File: src/rtl/dio_resp_pkg.sv
package dio_resp_pkg;

  typedef enum logic [2:0] {
    PH_IDLE,
    PH_INSTR,
    PH_ADDR,
    PH_TURN,
    PH_DATA,
    PH_SINK
  } phase_e;

  localparam logic [7:0] READ_DUAL_OP = 8'hBB;
  localparam int         ADDR_BITS    = 24;
  localparam int         MODE_BITS    = 4;
  localparam int         TURN_CLKS    = 2;
  localparam int         OP_BITS      = 8;

  // Preload pattern of the byte store.
  function automatic logic [7:0] seed_byte(input int unsigned idx);
    return 8'((idx * 29) + 195);
  endfunction

endpackage

File: src/rtl/dio_resp_sync.sv
module dio_resp_sync #(
  parameter int STAGES = 2
) (
  input  logic       clk,
  input  logic       rst_n,
  input  logic       cs_n_i,
  input  logic       sck_i,
  input  logic [1:0] dq_i,
  output logic       sel_o,
  output logic       rise_o,
  output logic       fall_o,
  output logic [1:0] dq_o
);

  localparam int VW = 4;
  localparam int CW = VW * STAGES;
  localparam logic [VW-1:0] IDLE_VEC = 4'b1000;

  logic [CW-1:0] chain_q, chain_d;
  logic [VW-1:0] tail;
  logic          sck_prev_q;

  always_comb begin
    chain_d = {chain_q[CW-VW-1:0], cs_n_i, sck_i, dq_i};
  end

  always_ff @(posedge clk or negedge rst_n) begin
    if (!rst_n) begin
      chain_q    <= {STAGES{IDLE_VEC}};
      sck_prev_q <= 1'b0;
    end else begin
      chain_q    <= chain_d;
      sck_prev_q <= tail[2];
    end
  end

  assign tail   = chain_q[CW-1 -: VW];
  assign sel_o  = ~tail[3];
  assign rise_o = tail[2] & ~sck_prev_q;
  assign fall_o = ~tail[2] & sck_prev_q;
  assign dq_o   = tail[1:0];

endmodule

File: src/rtl/dio_resp_store.sv
module dio_resp_store #(
  parameter int AW = 6
) (
  input  logic          clk,
  input  logic          rst_n,
  input  logic [AW-1:0] rd_idx,
  output logic [7:0]    rd_byte
);
  import dio_resp_pkg::*;

  localparam int DEPTH = 1 << AW;

  logic [7:0] cells_q [DEPTH];

  generate
    for (genvar g = 0; g < DEPTH; g++) begin : g_cell
      always_ff @(posedge clk or negedge rst_n) begin
        if (!rst_n) begin
          cells_q[g] <= seed_byte(g);
        end else begin
          cells_q[g] <= cells_q[g];
        end
      end
    end
  endgenerate

  assign rd_byte = cells_q[rd_idx];

endmodule

File: src/rtl/dio_resp_seq.sv
module dio_resp_seq
  import dio_resp_pkg::*;
#(
  parameter int PTR_W = 6
) (
  input  logic             clk,
  input  logic             rst_n,
  input  logic             sel,
  input  logic             rise,
  input  logic             fall,
  input  logic [1:0]       dq,
  input  logic [7:0]       rd_byte,
  output logic [PTR_W-1:0] ptr,
  output logic [1:0]       dq_out,
  output logic             dq_oe,
  output phase_e           phase,
  output logic             cont
);

  localparam int ADDR_CLKS  = (ADDR_BITS + MODE_BITS) / 2;
  localparam int SHIFT_CLKS = ADDR_BITS / 2;
  localparam int CNT_W      = $clog2((ADDR_CLKS > OP_BITS) ? ADDR_CLKS : OP_BITS);

  phase_e           phase_q, phase_d;
  logic [CNT_W-1:0] cnt_q, cnt_d;
  logic [6:0]       ins_q, ins_d;
  logic [PTR_W-1:0] shf_q, shf_d;
  logic [PTR_W-1:0] ptr_q, ptr_d;
  logic [1:0]       pair_q, pair_d;
  logic             cont_q, cont_d;
  logic [1:0]       out_q, out_d;
  logic             oe_q, oe_d;

  always_comb begin
    phase_d = phase_q;
    cnt_d   = cnt_q;
    ins_d   = ins_q;
    shf_d   = shf_q;
    ptr_d   = ptr_q;
    pair_d  = pair_q;
    cont_d  = cont_q;
    out_d   = out_q;
    oe_d    = oe_q;

    unique case (phase_q)
      PH_IDLE: begin
        oe_d = 1'b0;
        if (sel) begin
          phase_d = cont_q ? PH_ADDR : PH_INSTR;
          cnt_d   = '0;
        end
      end
      PH_INSTR: begin
        if (rise) begin
          ins_d = {ins_q[5:0], dq[0]};
          cnt_d = cnt_q + 1'b1;
          if (cnt_q == CNT_W'(OP_BITS - 1)) begin
            phase_d = ({ins_q, dq[0]} == READ_DUAL_OP) ? PH_ADDR : PH_SINK;
            cnt_d   = '0;
          end
        end
      end
      PH_ADDR: begin
        if (rise) begin
          cnt_d = cnt_q + 1'b1;
          if (cnt_q < CNT_W'(SHIFT_CLKS)) begin
            shf_d = (PTR_W > 2) ? {shf_q[PTR_W-3:0], dq} : PTR_W'(dq);
          end
          if (cnt_q == CNT_W'(ADDR_CLKS - 1)) begin
            // this last pair is M[5:4]; the pair before it (M[7:6]) is not kept
            ptr_d   = shf_q;
            cont_d  = (dq == 2'b10);
            phase_d = PH_TURN;
            cnt_d   = '0;
          end
        end
      end
      PH_TURN: begin
        if (rise) begin
          cnt_d = cnt_q + 1'b1;
          if (cnt_q == CNT_W'(TURN_CLKS - 1)) begin
            phase_d = PH_DATA;
            pair_d  = '0;
          end
        end
      end
      PH_DATA: begin
        if (fall) begin
          out_d  = rd_byte[{~pair_q, 1'b1} -: 2];
          oe_d   = 1'b1;
          pair_d = pair_q + 1'b1;
          if (pair_q == 2'd3) begin
            ptr_d = ptr_q + 1'b1;
          end
        end
      end
      default: begin
        oe_d = 1'b0;
      end
    endcase

    if (!sel) begin
      phase_d = PH_IDLE;
      oe_d    = 1'b0;
    end
  end

  always_ff @(posedge clk or negedge rst_n) begin
    if (!rst_n) begin
      phase_q <= PH_IDLE;
      cnt_q   <= '0;
      ins_q   <= '0;
      shf_q   <= '0;
      ptr_q   <= '0;
      pair_q  <= '0;
      cont_q  <= 1'b0;
      out_q   <= '0;
      oe_q    <= 1'b0;
    end else begin
      phase_q <= phase_d;
      cnt_q   <= cnt_d;
      ins_q   <= ins_d;
      shf_q   <= shf_d;
      ptr_q   <= ptr_d;
      pair_q  <= pair_d;
      cont_q  <= cont_d;
      out_q   <= out_d;
      oe_q    <= oe_d;
    end
  end

  assign ptr    = ptr_q;
  assign dq_out = out_q;
  assign dq_oe  = oe_q;
  assign phase  = phase_q;
  assign cont   = cont_q;

endmodule

File: src/rtl/dio_flash_resp.sv
module dio_flash_resp #(
  parameter int SYNC_STAGES = 2,
  parameter int MEM_AW      = 6
) (
  input  logic       clk,
  input  logic       rst_n,
  input  logic       cs_n,
  input  logic       sck,
  input  logic [1:0] dq_in,
  output logic [1:0] dq_out,
  output logic       dq_oe
);
  import dio_resp_pkg::*;

  logic [1:0]        rst_pipe_q;
  logic              rst_sync_n;
  logic              sel, rise, fall;
  logic [1:0]        dq_s;
  logic [MEM_AW-1:0] ptr;
  logic [7:0]        rd_byte;
  phase_e            phase_w;
  logic              cont_w;

  // reset asserts at once and leaves two clocks later
  always_ff @(posedge clk or negedge rst_n) begin
    if (!rst_n) begin
      rst_pipe_q <= 2'b00;
    end else begin
      rst_pipe_q <= {rst_pipe_q[0], 1'b1};
    end
  end
  assign rst_sync_n = rst_pipe_q[1];

  dio_resp_sync #(.STAGES(SYNC_STAGES)) u_sync (
    .clk    (clk),
    .rst_n  (rst_sync_n),
    .cs_n_i (cs_n),
    .sck_i  (sck),
    .dq_i   (dq_in),
    .sel_o  (sel),
    .rise_o (rise),
    .fall_o (fall),
    .dq_o   (dq_s)
  );

  dio_resp_seq #(.PTR_W(MEM_AW)) u_seq (
    .clk     (clk),
    .rst_n   (rst_sync_n),
    .sel     (sel),
    .rise    (rise),
    .fall    (fall),
    .dq      (dq_s),
    .rd_byte (rd_byte),
    .ptr     (ptr),
    .dq_out  (dq_out),
    .dq_oe   (dq_oe),
    .phase   (phase_w),
    .cont    (cont_w)
  );

  dio_resp_store #(.AW(MEM_AW)) u_store (
    .clk     (clk),
    .rst_n   (rst_sync_n),
    .rd_idx  (ptr),
    .rd_byte (rd_byte)
  );

endmodule

File: config.mk
export PLATFORM = sky130hd
export DESIGN_NAME = dio_flash_resp
export DESIGN_NICKNAME = d
export VERILOG_FILES = /design/src/rtl/dio_resp_pkg.sv /design/src/rtl/dio_resp_sync.sv /design/src/rtl/dio_resp_store.sv /design/src/rtl/dio_resp_seq.sv /design/src/rtl/dio_flash_resp.sv
export SDC_FILE = /design/constraint.sdc
export NUM_CORES = 1
export LEC_CHECK = 0
export BUFFER_PORTS_ARGS = -buffer_cell sky130_fd_sc_hd__buf_2
export CORE_MARGIN = 3
export CORE_UTILIZATION = 35
export DETAILED_ROUTE_END_ITERATION = 8
export PLACE_DENSITY = 0.49
export SLEW_MARGIN = 20
export SYNTH_ARGS = -nofsm -noshare
export SYNTH_HDL_FRONTEND = slang
export SYNTH_SLANG_ARGS = --single-unit
File: constraint.sdc
create_clock -name clk -period 1.95 [get_ports clk]
set_input_delay 0.195 -clock clk [delete_from_list [all_inputs] [get_ports clk]]
set_output_delay 0.195 -clock clk [all_outputs]
set_load 0.05 [all_outputs]
### Yosys cells after proc, flatten, opt, wreduce, memory -nomap -nowiden

Memories as Yosys holds them, arrays and structs flattened.
Cells that the tools add are included.

| storage, ports and cells | value |
|---|---|
| output and inout port bits | 3 |
| bits in registers | 43 |
| input bits | 6 |
| bits in read-only memories | 512 |
| memories | 1 |
| logic and storage cells | 97 |

| cells by class | value |
|---|---|
| add/subtract/negate cells | 3 |
| magnitude comparators | 2 |
| reduce and logical (&&, ||, !) cells | 15 |
| muxes and demuxes | 31 |
| bitwise operators | 6 |
| shift-type cells | 1 |
| eq/ne operators | 26 |

Memories:

| name | words | bits a word | read ports | clocked after Yosys merged registers in | wr ports | RTL line | RTL |
|---|---|---|---|---|---|---|---|
| (name not given) | 64 | 8 | 1 | 0 | 0 | dio_resp_store.sv:27 | `assign rd_byte = cells_q[rd_idx];` |

Operators with widths:

| cell | count |
|---|---|
| $mux 3 | 8 |
| $mux 4 | 6 |
| $mux 6 | 4 |
| $mux 8 | 2 |
| $pmux 4 s4 | 1 |
| $ne 3x3->1 const B | 4 |
| $pmux 3 s4 | 1 |
| $pmux 6 s2 | 1 |
| $ne 2x2->1 const B | 5 |
| $reduce_and 5->1 | 2 |
| $ne 3x2->1 const B | 3 |
| $shiftx 9x4->2 | 1 |
| $eq 8x8->1 const B | 1 |
| $mux 2 | 4 |
| $ne 2x1->1 const B | 4 |
| $ge 7x7->1 const B | 1 |
| $not 6->7 | 1 |
| $reduce_and 7->1 | 1 |
| $add 6x1->6 const B | 1 |
| $eq 3x2->1 const B | 2 |
| $reduce_and 2->1 | 3 |
| $reduce_and 3->1 | 2 |
| $reduce_bool 5->1 | 1 |
| $add 4x1->4 const B | 1 |
| 19 further kinds | 24 |

### Logic depth before layout (Yosys ltp)

| logic depth | value |
|---|---|
| word-level depth | 6 |
| gate-level depth with buffers | 9 |
| depth with buffers taken out | 7 |

### Hierarchy

From an unflattened synthesis, not the netlist that was laid out.

| unflattened totals | value |
|---|---|
| cell total of the unflattened synthesis | 250 |
| area, all modules | 2786.4 sq um |

By module, submodules not included:

| module | cells an instance | sequential area each (sq um) | times used | area each (sq um) |
|---|---|---|---|---|
| dio_resp_seq | 162 | 800.8 | 1 | 1928.1 |
| dio_resp_store | 71 | 0.0 | 1 | 543.0 |
| dio_resp_sync | 14 | 227.7 | 1 | 261.5 |
| dio_flash_resp | 3 | 50.0 | 1 | 53.8 |

### Worst setup path after synthesis

No wires, ideal clock.

| timing | value |
|---|---|
| path kind | reg-to-reg |
| from | register u_seq.ptr_q[0] (netlist: u_seq.ptr[0]) |
| to | register u_seq.out_q[0] (netlist: u_seq.dq_out[0]) |
| required time | 1.840 ns |
| cell stages (with the launch flop) | 8 |
| period minus slack after synthesis | 1.970 ns |
| buffers on the path | 1 |
| arrival | 1.860 ns |
| library setup time | 0.110 ns |
| slack | -0.020 ns |
| cells stage by stage | dfrtp_1 -> inv_1 -> ha_1 -> buf_2 -> nor2_1 -> a2111oi_0 -> a2111oi_0 -> o41ai_1 |

| between the ends | value |
|---|---|
| longest elaborated chain between the ends | 5 |

RTL lines:

| what | RTL line | RTL |
|---|---|---|
| from (decl) | dio_resp_seq.sv:28 | `logic [PTR_W-1:0] ptr_q, ptr_d;` |
| from (signal assigned) | dio_resp_seq.sv:124 | `ptr_q <= ptr_d;` |
| $not 6->7 (implied by the code) | dio_resp_store.sv:27 |  |
| $mem_v2 64x8 | n/a |  |
| $mux 8 (implied by the code) (2 in series) | dio_resp_store.sv:27 |  |
| $shiftx 9x4->2 | dio_resp_seq.sv:89 | `out_d = rd_byte[{~pair_q, 1'b1} -: 2];` |
| to (signal assigned) | dio_resp_seq.sv:127 | `out_q <= out_d;` |
| to (decl) | dio_resp_seq.sv:31 | `logic [1:0] out_q, out_d;` |

No other way between the ends. The select of a mux whose other input is x is not followed.
A chain may end at the register's enable or synchronous reset.

### Worst setup path in the final report

Same ends and word-level chain as after synthesis.

==> results by group <==
STA
  – Final setup vio count: 0
  – Max transition margin: 65.1%
  – Final-report max-slew violation count: 0
  – Maximum clock frequency: 539 MHz
  – RSZ-0062 raised after global routing: yes
  – Worst-Margin Slew: 523 ps
  – Worst clock skew: 6.18 ps
  – Worst hold slack: 200 ps
  – Final critical path time including I/O delays and setup: 1850 ps
  – Endpoints failing hold: 0
  – Final period utilization: 95.1%

Floorplan
  – Number of primary I/O pins: 9
  – Initial cell density of the core: 37.2%
  – Standard-cell rows: 30
  – Die footprint: 8480 sq um
  – CORE AREA: 6980 sq um
  – Die outline width: 92.1 um
  – Vertical extent of the die: 92.1 um

Route
  – Total DRC errors in the routed layout: 0
  – Iteration count of the initial detailed-routing pass: 4
  – Drt wl/cell: 14.5 um
  – Number of nets with antenna violations after routing: 0
  – Overall routed net length: 5620 um
  – Number of vias per cell: 5.19
  – Via Count: 2008
  – DR iter-0 viols: 116

Worst setup path
  – Slowest stage cell, crit path: sky130_fd_sc_hd__dfrtp_2
  – Worst Setup EP: u_seq.dq_out[0]
  – Type of destination of the critical path: register
  – R2r setup slk: 100 ps
  – Number of cells on the worst reg-to-reg path: 7
  – CP startpoint kind: register
  – Ordered list of cells on the worst path: buf_4, ha_2, inv_2, mux2i_1, o311ai_1, o221ai_1, o41ai_2
  – Biggest fanout along the worst timing path: 9
  – Slowest Stage Delay on Critical Path: 410 ps
  – Critical Path RT: 2160 ps
  – Critical path arrival: 2060 ps
  – Worst reg2reg path endpoint: u_seq.dq_out[0]
  – Start point of the critical path: u_seq.ptr[0]
  – Type of the setup path with the least slack: reg2reg
  – R2r startpoint: u_seq.ptr[0]

Final layout
  – Post-layout instance count excluding filler cells: 387
  – Layout cell share with drive strength beyond 1: 22.7%
  – Layout-stage area growth over the synthesis result: 16.1%
  – Number of filler cells placed in the layout: 723
  – Antenna Diode Count: 0
  – Final #Nets: 309
  – Final standard cell area without fillers: 3010 sq um

Synthesis
  – Syn_area_per_cell: 9.90 sq um
  – Yosys warnings: 0
  – Proportion of synthesized chip area in sequential cells: 41.6%
  – Post-synthesis register bit count: 43
  – Fraction of synthesis flops using an asynchronous set or reset pin: 100%
  – Post-synthesis instance total: 262
  – Count of unique library cells instantiated by Yosys: 60
  – Primary flip-flop cell chosen by synthesis mapping: sky130_fd_sc_hd__dfrtp_1
  – Summed instance area of the synthesized netlist: 2590 sq um
  – Synthesized Nets: 281
  – Number of synthesized flops with an enable pin: 0

CTS
  – Max Buffers Root-to-Sink: 2
  – Root Buffer Master: sky130_fd_sc_hd__clkbuf_8
  – Clock-pin slew of the registers on the worst-case setup and hold paths: 90 ps
  – Setup Fix Bufs, Post-CTS: 0
  – Clock tree from TritonCTS: yes
  – Num Clock Sinks: 43
  – Total CTS buffers: 5
  – Depth of the CTS H-tree: 2
  – Clk_lat worst skew: 300 ps

Status
  – Run status: complete, no violations

Place
  – Port bufs: 8
  – Last weighted congestion value of the routability-driven placer: 0.844
  – Number of cells in the design after placement: 374
  – Placed inst area: 2830 sq um
  – DP Wirelength: 4190 um

Run
  – Count of max-cap constraint violations: 0

GRT
  – Global-route layer with the greatest usage: met1
  – Met1 track utilization from global routing: 21.1%
  – Sum of overflow across all layers after global routing: 0
  – Global-route wire length before repair: 9590 um
  – Largest net degree at the start of global routing: 22
  – Vias in the first global route: 1898
  – Initial antenna violation count: 0
  – Global-route met2 utilization: 20.5%
  – Met3 Track Usage GR: 2.46%
  – Overall track demand over capacity in global routing: 14.0%

Worst hold path
  – Class of the tightest hold or removal check: in2async

Pwr
  – Power density over the cells: 1240 nW/um^2
  – Largest voltage drop on the vdd net: 0.625 mV
  – Total chip power: 0.00372 W
  – Leakage Power: 1.31 nW
==> flip-flops by register name, indices dropped and copies added (netlist names) <==
| signal | count |
|---|---|
| u_sync.chain_q | 8 |
| u_seq.ins_q | 7 |
| u_seq.ptr | 6 |
| u_seq.shf_q | 6 |
| u_seq.cnt_q | 4 |
| u_seq.phase | 3 |
| rst_pipe_q | 2 |
| u_seq.dq_out | 2 |
| u_seq.pair_q | 2 |
| u_seq.cont | 1 |
| u_seq.dq_oe | 1 |
| u_sync.sck_prev_q | 1 |
==> layer usage <==
metal	vias up	share of wire, %
li1	1003	-
met3	6	2.3
met1	975	52
met5	-	0
met4	0	1.2
met2	24	45
==> cell usage after synthesis (2+ instances only) <==
library cell / count / area, sq um
sky130_fd_sc_hd__ha_1: 13 / 163
sky130_fd_sc_hd__a2111oi_0: 2 / 17.5
sky130_fd_sc_hd__nor3b_1: 2 / 15.0
sky130_fd_sc_hd__dfrtp_1: 41 / 1030
sky130_fd_sc_hd__a22oi_1: 2 / 15.0
sky130_fd_sc_hd__nor3_1: 4 / 20.0
sky130_fd_sc_hd__o21ai_0: 8 / 40.0
sky130_fd_sc_hd__nand3_1: 5 / 25.0
sky130_fd_sc_hd__o211ai_1: 8 / 60.1
sky130_fd_sc_hd__o22ai_1: 3 / 18.8
sky130_fd_sc_hd__o41ai_1: 3 / 26.3
sky130_fd_sc_hd__and2_1: 2 / 12.5
sky130_fd_sc_hd__a211oi_1: 3 / 22.5
sky130_fd_sc_hd__o21ai_1: 7 / 35.0
sky130_fd_sc_hd__mux2_2: 6 / 67.6
sky130_fd_sc_hd__clkbuf_1: 2 / 7.51
sky130_fd_sc_hd__xnor2_1: 2 / 17.5
sky130_fd_sc_hd__a31oi_1: 8 / 50.1
sky130_fd_sc_hd__xor2_1: 2 / 17.5
sky130_fd_sc_hd__or3_1: 5 / 31.3
sky130_fd_sc_hd__nand2_1: 25 / 93.8
sky130_fd_sc_hd__a21o_1: 2 / 15.0
sky130_fd_sc_hd__mux2i_1: 7 / 70.1
sky130_fd_sc_hd__buf_2: 7 / 35.0
sky130_fd_sc_hd__nand2b_1: 4 / 25.0
sky130_fd_sc_hd__buf_6: 3 / 33.8
sky130_fd_sc_hd__nor2b_1: 6 / 37.5
sky130_fd_sc_hd__mux2_1: 8 / 90.1
sky130_fd_sc_hd__and3_1: 3 / 18.8
sky130_fd_sc_hd__dfstp_2: 2 / 52.6
sky130_fd_sc_hd__buf_4: 2 / 15.0
sky130_fd_sc_hd__a21oi_1: 12 / 60.1
sky130_fd_sc_hd__nor3b_4: 2 / 37.5
sky130_fd_sc_hd__nor2_1: 13 / 48.8
sky130_fd_sc_hd__inv_1: 13 / 48.8
==> worst max-delay path: cells and delay by family (launching register included) <==
kind                     cells  cell delay, ps
flip-flops                   1             410
multiplexers                 1              70
buffers and inverters        2             240
adder cells (fa/ha/maj)      1             220
AO/OA/AOI/OAI                3             820
==> cell usage in the layout, fill, tap and decap left out, types with 11 or more instances in the layout <==
cell,Yosys,layout
sky130_fd_sc_hd__a21oi_1,12,12
sky130_fd_sc_hd__buf_4,2,22
sky130_fd_sc_hd__dfrtp_1,41,39
sky130_fd_sc_hd__ha_1,13,11
sky130_fd_sc_hd__inv_1,13,12
sky130_fd_sc_hd__nand2_1,25,25
sky130_fd_sc_hd__nor2_1,13,13
==> kinds of logic after synthesis <==
kind of cell / count (synthesis) / synth area share [%]
other: 1 / 0.145
DFF: 43 / 41.6
adders and majority gates: 13 / 6.27
muxes: 21 / 8.78
and+or+nand+nor: 78 / 16.3
AOI/OAI and AO/OA: 73 / 19.7
xor gates and xnor gates: 4 / 1.35
buffers and inverters: 29 / 5.88
==> what timing repair did <==
item | in CTS | in global routing
endpoints found under the setup margin | 0 | 2
gates resized for setup | 0 | 7
endpoints found under the hold margin | 6 | 0
hold buffers | 5 | 0
==> worst min path at each step <==
stage	from	endpoint	depth (start not counted)
detailed placement	rst_n	rst_pipe_q[0]	1
global route	rst_n	rst_pipe_q[1]	2
global placement	rst_n	rst_pipe_q[0]	1
finish	rst_n	rst_pipe_q[1]	2
floorplan	rst_n	rst_pipe_q[0]	0
CTS	rst_n	rst_pipe_q[1]	2
==> final cells by class <==
class | count | area (sq um) | area share [%]
well taps | 96 | 120 | 3.99
repair buffers | 35 | 255 | 8.48
inverters | 15 | 61.3 | 2.04
flip-flops and latches | 43 | 1080 | 35.9
clock buffers | 5 | 68.8 | 2.29
multi-input cells | 190 | 1380 | 45.8
clock inverters | 3 | 46.3 | 1.54
==> stage by stage <==
step / setup TNS (ps) / worst slack (ps) / utilization, %
4_1_cts: 0 / 52.4 / 42.9
3_3_place_gp: 0 / 66.6 / 40.5
2_1_floorplan: 0 / 15.5 / -
5_1_grt: -20.6 / -20.6 / 43.1
3_5_place_dp: 0 / 63.5 / 40.5
6_report: 0 / 96.2 / 43.1
==> where the power goes <==
group	switching [W]	internal, W
registers	0.000270	0.00110
logic	0.000883	0.000738
clock network	0.000340	0.000386
total	0.00149	0.00223
No activity file was read; power rests on OpenSTA's default activity.
